### config.mk
export PLATFORM = sky130hd
export DESIGN_NAME = asid_tlb
export DESIGN_NICKNAME = d
export VERILOG_FILES = /design/src/rtl/asid_tlb.sv
export SDC_FILE = /design/constraint.sdc
export NUM_CORES = 2
export LEC_CHECK = 0
export ABC_AREA = 0
export CAP_MARGIN = 20
export CORE_UTILIZATION = 62
export DETAILED_ROUTE_END_ITERATION = 8
export PLACE_DENSITY = 0.86
export SYNTH_ARGS = -nofsm -noshare
export SYNTH_HDL_FRONTEND = slang
export SYNTH_SLANG_ARGS = --single-unit
### constraint.sdc
create_clock -name clk -period 12.7 [get_ports clk]
set_clock_uncertainty 0.2 [all_clocks]
set_input_delay 3.81 -clock clk [delete_from_list [all_inputs] [get_ports clk]]
set_output_delay 3.81 -clock clk [all_outputs]
set_load 0.005 [all_outputs]
### src/rtl/asid_tlb.sv
module asid_tlb #(
  parameter int ENTRIES = 16,
  parameter int PFN_W   = 20
) (
  input  logic             clk,
  input  logic             rst_n,
  input  logic             lk_valid,
  input  logic [6:0]       lk_asid,
  input  logic [31:0]      lk_va,
  output logic             lk_hit,
  output logic [PFN_W-1:0] lk_pfn,
  input  logic             fill_valid,
  input  logic [6:0]       fill_asid,
  input  logic [19:0]      fill_vpn,
  input  logic [PFN_W-1:0] fill_pfn,
  input  logic             wr_en,
  input  logic             wr_sel,
  input  logic [31:0]      wr_data
);
  localparam int IDX_W = (ENTRIES > 1) ? $clog2(ENTRIES) : 1;
  localparam int CNT_W = 7;

  logic [ENTRIES-1:0] valid;
  logic [6:0]         tag_asid [ENTRIES];
  logic [19:0]        tag_vpn  [ENTRIES];
  logic [PFN_W-1:0]   tag_pfn  [ENTRIES];

  logic [IDX_W-1:0] ptr;
  logic [CNT_W-1:0] cfg_lines;
  logic             cfg_rr, cfg_hum, miss_pend;

  wire flush_we = wr_en & ~wr_sel;
  wire cfg_we   = wr_en &  wr_sel;
  wire [CNT_W-1:0] act_n = (cfg_lines > CNT_W'(ENTRIES)) ? CNT_W'(ENTRIES) : cfg_lines;

  logic [ENTRIES-1:0] in_use, hit_vec, dup_vec, free_vec, fl_vec;
  logic [PFN_W-1:0]   pfn_or;
  logic [IDX_W-1:0]   dup_idx, free_idx, ptr_eff, victim, ptr_nx;
  logic [CNT_W-1:0]   vic_inc;
  logic               asid_ok, va_ok;

  always_comb begin
    pfn_or = '0;
    for (int i = 0; i < ENTRIES; i++) begin
      in_use[i]   = CNT_W'(i) < act_n;
      hit_vec[i]  = valid[i] & in_use[i] & (tag_asid[i] == lk_asid) & (tag_vpn[i] == lk_va[31:12]);
      dup_vec[i]  = valid[i] & in_use[i] & (tag_asid[i] == fill_asid) & (tag_vpn[i] == fill_vpn);
      free_vec[i] = ~valid[i] & in_use[i];
      asid_ok = ~wr_data[31] | (tag_asid[i] == wr_data[30:24]);
      case (wr_data[1:0])
        2'd0:    va_ok = 1'b1;
        2'd2:    va_ok = tag_vpn[i][19:10] == wr_data[19:10];
        2'd3:    va_ok = tag_vpn[i][19:2] == wr_data[19:2];
        default: va_ok = 1'b0;
      endcase
      fl_vec[i] = flush_we & valid[i] & asid_ok & va_ok;
      if (hit_vec[i]) pfn_or = pfn_or | tag_pfn[i];
    end
  end

  always_comb begin
    dup_idx  = '0;
    free_idx = '0;
    for (int i = ENTRIES - 1; i >= 0; i--) begin
      if (dup_vec[i])  dup_idx  = IDX_W'(i);
      if (free_vec[i]) free_idx = IDX_W'(i);
    end
  end

  assign ptr_eff = (CNT_W'(ptr) >= act_n) ? '0 : ptr;
  assign victim  = (|dup_vec) ? dup_idx :
                   (cfg_rr || !(|free_vec)) ? ptr_eff : free_idx;
  assign vic_inc = CNT_W'(victim) + CNT_W'(1);
  assign ptr_nx  = (vic_inc >= act_n) ? '0 : IDX_W'(vic_inc);

  wire fill_go = fill_valid & (act_n != '0);
  wire alloc   = fill_go & ~(|dup_vec);

  assign lk_hit = lk_valid & (|hit_vec) & ~flush_we & ~(miss_pend & ~cfg_hum);
  assign lk_pfn = lk_hit ? pfn_or : '0;

  always_ff @(posedge clk) begin
    if (!rst_n) begin
      valid     <= '0;
      ptr       <= '0;
      cfg_lines <= CNT_W'(ENTRIES);
      cfg_rr    <= 1'b1;
      cfg_hum   <= 1'b1;
      miss_pend <= 1'b0;
    end else begin
      if (cfg_we) begin
        cfg_hum   <= wr_data[29];
        cfg_rr    <= wr_data[28];
        cfg_lines <= {1'b0, wr_data[5:0]};
      end
      valid <= valid & ~fl_vec;
      if (fill_go) valid[victim] <= 1'b1;
      if (alloc) ptr <= ptr_nx;
      if (fill_go) miss_pend <= 1'b0;
      else if (lk_valid && !lk_hit) miss_pend <= 1'b1;
    end
  end

  always_ff @(posedge clk) begin
    if (fill_go) begin
      tag_asid[victim] <= fill_asid;
      tag_vpn[victim]  <= fill_vpn;
      tag_pfn[victim]  <= fill_pfn;
    end
  end

  p_single_hit_r2: assert property (@(posedge clk) disable iff (!rst_n)
    $onehot0(hit_vec));

  p_flush_all_r4: assert property (@(posedge clk) disable iff (!rst_n)
    (flush_we && wr_data[1:0] == 2'd0 && !wr_data[31] && !fill_valid) |=> (valid == '0));

  p_fill_lands_r3: assert property (@(posedge clk) disable iff (!rst_n)
    (fill_valid && act_n != '0) |=> valid[$past(victim)]);

  p_ptr_hold_r11: assert property (@(posedge clk) disable iff (!rst_n)
    !fill_valid |=> $stable(ptr));

  p_zero_lines_r10: assert property (@(posedge clk) disable iff (!rst_n)
    (act_n == '0 && !flush_we) |=> $stable(valid));

  for (genvar g = 0; g < ENTRIES; g++) begin : g_chk
    p_inactive_r10: assert property (@(posedge clk) disable iff (!rst_n)
      $rose(valid[g]) |-> (CNT_W'(g) < $past(act_n)));
  end
endmodule

Word level (Yosys, flattened, before mapping). Memory sizes are Yosys's and may differ from the RTL's. Index checks and enable logic that the tools add are counted.

Flip-flop bits (word level): 29. RAM bits: 752. Bits of input ports: 124. Output and inout bits: 21. Word-level logic and storage cells: 440. Memories kept: 3.

Memory list: tag_pfn (depth 16, bits a word 20, read ports 16, clocked after Yosys merged registers in 0, wr ports 1, RTL line 26) `logic [PFN_W-1:0] tag_pfn [ENTRIES];`; tag_vpn (depth 16, bits a word 20, read ports 16, clocked after Yosys merged registers in 0, wr ports 1, RTL line 25) `logic [19:0] tag_vpn [ENTRIES];`; tag_asid (depth 16, bits a word 7, read ports 16, clocked after Yosys merged registers in 0, wr ports 1, RTL line 24) `logic [6:0] tag_asid [ENTRIES];`.

$add $sub $neg: 1. Magnitude comparators: 21. Equal/unequal tests: 114. Multiplexer cells: 75. Bitwise gates (word level): 209. Reduce and logical (&&, ||, !) cells: 11.

Operator list (count): $eq 20x20->1 (32); $mux 20 (17); $eq 7x7->1 (48); $or 20x20->20 (15); $eq 18x18->1 (16); $eq 10x10->1 (16); $and 1x1->1 (152); $mux 4 (36); $lt 4x6->1 const A (8); $pmux 1 s3 (16); $reduce_or 16->1 (3); $lt 3x6->1 const A (4); $not 1->1 (23); $and 16x16->16 (1); $mux 16 (1); $not 16->16 (1); $or 1x1->1 (16); $or 16x16->16 (1); $lt 1x6->1 const A (2); $lt 2x6->1 const A (2); $reduce_bool 7->1 (1); $ge 4x6->1 (1); $ge 5x6->1 (1); $gt 6x5->1 const B (1); other kinds (12) (17).

Longest topological paths before layout.
Depth in word-level cells: 38. Gate-level depth with buffers: 24. Depth with buffers taken out: 22.

Worst setup path after synthesis. OpenSTA, ideal clock, no wires.

Kind: input port to flip-flop. Start: in fill_vpn[8]. End: mem tag_asid[15][0] (enable). Setup time: 0.510 ns. Arrival time: 9.766 ns. Required time: 11.990 ns. Slack: 2.224 ns. Stages on the path: 12. Path buffers: 1. Path through: buf_2 xor2_1 or4_1 or3_1 or4_4 nand3_2 a221oi_1 o311ai_1 and2_1 ha_1 nand2_1 nor3_1.

Word-level cells in the longest chain between the ends: 19. Elaborated cells between the ends (all ways): 50. Those cells by class: eq/ne: 16; mux: 17; bitwise: 16; reduce/logical: 1.

Ends and longest elaborated chain: start, declared (RTL line 14) `input logic [19:0] fill_vpn,`; $eq 20x20->1 (RTL line 47) `dup_vec[i] = valid[i] & in_use[i] & (tag_asid[i] == fill_asid) & (tag_vpn[i] == fill_vpn);`; $and 1x1->1 (RTL line 47); $mux 4 (16 in series) (RTL line 65) `if (dup_vec[i]) dup_idx = IDX_W'(i);`; $mux 4 (*) (RTL line 71) `assign victim = (|dup_vec) ? dup_idx :`; end, declared (RTL line 24).

Every way passes the cells marked *; elsewhere a longest branch is shown, timed or not.

Worst setup path in the final report.
Start: in lk_asid[4]. End: out lk_pfn[15].

Word-level cells in the longest chain between the ends: 35. Elaborated cells between the ends (all ways): 84. Those cells by class: eq/ne: 16; mux: 17; bitwise: 50; reduce/logical: 1.

Ends and longest elaborated chain: start, declared (RTL line 8) `input logic [6:0] lk_asid,`; $eq 7x7->1 (RTL line 46) `hit_vec[i] = valid[i] & in_use[i] & (tag_asid[i] == lk_asid) & (tag_vpn[i] == lk_va[31:12]);`; $and 1x1->1 (2 in series) (RTL line 46); $mux 20 (RTL line 57) `if (hit_vec[i]) pfn_or = pfn_or | tag_pfn[i];`; $or 20x20->20 (RTL line 57); $mux 20 (RTL line 57); $or 20x20->20 (RTL line 57); $mux 20 (RTL line 57); $or 20x20->20 (RTL line 57); [18 not listed]; $mux 20 (RTL line 57); $or 20x20->20 (RTL line 57); $mux 20 (RTL line 57); $or 20x20->20 (RTL line 57); $mux 20 (RTL line 57); $or 20x20->20 (RTL line 57); $mux 20 (RTL line 57); $mux 20 (*) (RTL line 80) `assign lk_pfn = lk_hit ? pfn_or : '0;`; end, declared (RTL line 11) `output logic [PFN_W-1:0] lk_pfn,`.

Marked as above.

==> impl_metrics.ini <==
[detailed_routing]
wl_per_cell_um = 37.7
dr.pass1.iters = 7
vias = 32600
drt_iter0_markers = 5513
drc = 0
totalWireLength_um = 168000
detail-route-antenna-nets = 0
viasPerCell = 7.28

[yosys]
syn_avg_cell_area_um2 = 12.6
synth_edf_count = 752
ys_seq_elements = 781
syn_area_mm2 = 0.0424
synth_fp_nets = 3498
synthArstFlopShare_pct = 0
synth_ff_type = edfxtp_1
netlist_instances = 3361
ys_types = 76
seq_area_frac_synth_pct = 54.7
ys_warn_count = 0

[placed_design]
port_buffers = 128
pre_cts_slack_ns = 0.149
gp_congestion = 1.08
dp_hpwl_um = 105000
post_dp_cell_area_mm2 = 0.0453

[floorplan]
top_level_ports = 145
dieHeight_um = 263
die_w_um = 263
num_rows = 95
start_util_pct = 62.9
design.die.area_mm2 = 0.0694
core-area_mm2 = 0.0674

[sta]
setup-tns-final_ns = -0.353
rsz0062_at_grt = no
relSlewSlack_pct = 14.6
clock.fmax_mhz = 78.2
fin_crit_sh_pct = 101
tightest_slew_ns = 1.27
finalHoldViolations = 0
slew_violations = 0
setup_viol_count_final = 7
finalCriticalPeriod_ns = 12.79
fin_ws_ns = -0.0930

[power_and_ir_drop]
p_per_area_mw_per_mm2 = 126
internal_power_mw = 4.49
p_leak_nw = 15.5
p_sw_share_pct = 26.1
power_mw = 6.07
pwr-share-seq_pct = 47.9
p_sw_mw = 1.59
ir_drop_mv = 0.152
p_clk_share_pct = 40.9
combPwrFrac_pct = 11.2

[finish]
drive_gt1_share_pct = 10.4
diodes = 0
layout_commonest_cell = xor2_1
n_fill_cell = 4541
final_cell_mix = 764 x xor2_1, 752 x edfxtp_1, 507 x xnor2_1
nNetsFinal = 3671
postLayoutCellArea_mm2 = 0.0480
area_delta_synth_final_pct = 13.4

[grt]
grt_pass1_wl_um = 233000
antenna_found_initial = 1
grt_max_degree = 48
track_usage_pct = 48.2
grt_pass1_vias = 31400
grt.overflow.total = 0

[cts]
post_cts.repair.setup_buffers = 0
numCtsBuffers = 81
cts_hold_buf = 0
clk_latency_ns = 0.68
cts-root-buf = clkbuf_16
post_cts_resized = 0
cts.sinks = 781
cts_tree = built
clockBufferDepth = 3
htreeDepth = 3
clk_pin_slew_ns = 0.05

[critical_path]
required_ns = 8.69
critPathKind = input port to output pin
crit_arrival_ns = 8.78
rr_startpoint = cfg_lines[4]
start_kind = input port
ff2ff_setup_slack_ns = 5.80
crit_path_max_fanout = 21
r2r_end = tag_pfn[11][15]
reg2reg_depth = 14
critPathCaptureType = output pin

[min_path]
min_to = valid[1]
hp-class = register to register
holdCritStartpoint = valid[1]
holdPathStages = 2

[run]
drv_cap = 0

[outcome]
status = finished, violations left
failed_checks = negative setup slack
-- per-layer routing --
metal  part of all wire, %  wire, µm  GRT usage (%)  up-vias
met2                    42     70200           69.0     3189
met1                    33     55600           59.4    15700
met3                    15     26100           16.7      876
met4                   9.7     16400           38.5        5
met5                 0.094       158           1.59        -
li1                      -         -              -    12800
-- logic make-up (layout without fill, tap and decap cells) --
group,after synthesis,in the layout,share of synthesized area [%]
xor+xnor,1271,1271,26.3
flops,781,781,54.7
simple gates,752,752,10.5
compound gates,310,310,5.57
buf+inv,234,471,2.59
fa+ha+maj,13,13,0.384
-- worst max-delay path: stages --
cell and delay [ns]:
clkdlybuf4s50_1 1.07, xor2_1 0.37, nor4_1 0.33, nand4_1 0.14, or4_1 0.60, nor4_2 0.22, buf_4 0.23, or4_1 0.12
nor2_1 0.04, a41oi_1 0.36, buf_4 0.24, o21ai_2 0.08, buf_12 0.17, a41oi_1 0.34, clkdlybuf4s50_1 0.61
-- through the flow --
stage / hold WS [ns] / instances / utilization, %
4_1_cts: 0.276 / 4470 / 71.2
2_1_floorplan: 0.240 / 3361 / -
3_5_place_dp: 0.268 / 4323 / 67.2
5_1_grt: 0.299 / 4471 / 71.3
3_3_place_gp: 0.256 / 4322 / 67.1
6_report: 0.274 / 4471 / 71.3
-- synthesized netlist by cell type (13+ instances only) --
cell type | instances | area [µm²]
a21oi_1 | 50 | 250
a221oi_1 | 22 | 193
a222oi_1 | 41 | 410
a22o_1 | 19 | 166
a22oi_1 | 62 | 465
a41oi_1 | 21 | 184
and3_1 | 30 | 188
buf_2 | 100 | 500
buf_4 | 23 | 173
clkbuf_1 | 81 | 304
dfxtp_1 | 29 | 581
edfxtp_1 | 752 | 22600
ha_1 | 13 | 163
inv_1 | 19 | 71.3
nand2_1 | 97 | 364
nand3_1 | 33 | 165
nand4_1 | 183 | 1140
nor2_1 | 44 | 165
nor3_1 | 34 | 170
nor4_1 | 222 | 1390
o21ai_0 | 33 | 165
or4_1 | 33 | 248
xnor2_1 | 507 | 4440
xor2_1 | 764 | 6690
-- layout make-up --
class                           instances  area (µm²)  area share (%)
Timing Repair Buffer                  304        2680            5.57
Sequential cell                       781       23200            48.2
Multi-Input combinational cell       2346       18300            38.1
Inverter                               20        75.1           0.156
Clock buffer                          104        2120            4.42
Clock inverter                         43         611            1.27
Tap cell                              873        1090            2.27
-- flip-flops by register name, summed over array words and instances (netlist names) --
| signal | count |
|---|---|
| tag_vpn | 320 |
| tag_pfn | 320 |
| cfg_lines | 6 |
| tag_asid | 112 |
| cfg_hum | 1 |
| miss_pend | 1 |
| ptr | 4 |
| cfg_rr | 1 |
| valid | 16 |
-- how the worst max path moves through the flow --
stage / cells past startpoint / start / slack (ns) / to
floorplan: 12 / fill_vpn[8] / 2.22 / tag_asid[15][0]
global placement: 14 / lk_va[17] / 0.17 / lk_pfn[6]
detailed placement: 14 / lk_va[17] / 0.15 / lk_pfn[7]
CTS: 14 / lk_va[17] / 0.1 / lk_pfn[15]
global route: 15 / lk_asid[4] / 0.01 / lk_pfn[15]
finish: 15 / lk_asid[4] / -0.09 / lk_pfn[15]
-- power by group through the flow --
stage / Combinational (mW) / Clock, mW / Sequential, mW
global placement: 0.631 / 0 / 2.96
finish: 0.681 / 2.49 / 2.91
detailed placement: 0.639 / 0 / 2.96
floorplan: 0.353 / 0 / 2.95
global route: 0.685 / 2.57 / 2.91
CTS: 0.644 / 2.48 / 2.91
Power figures use the tool's default switching activity.
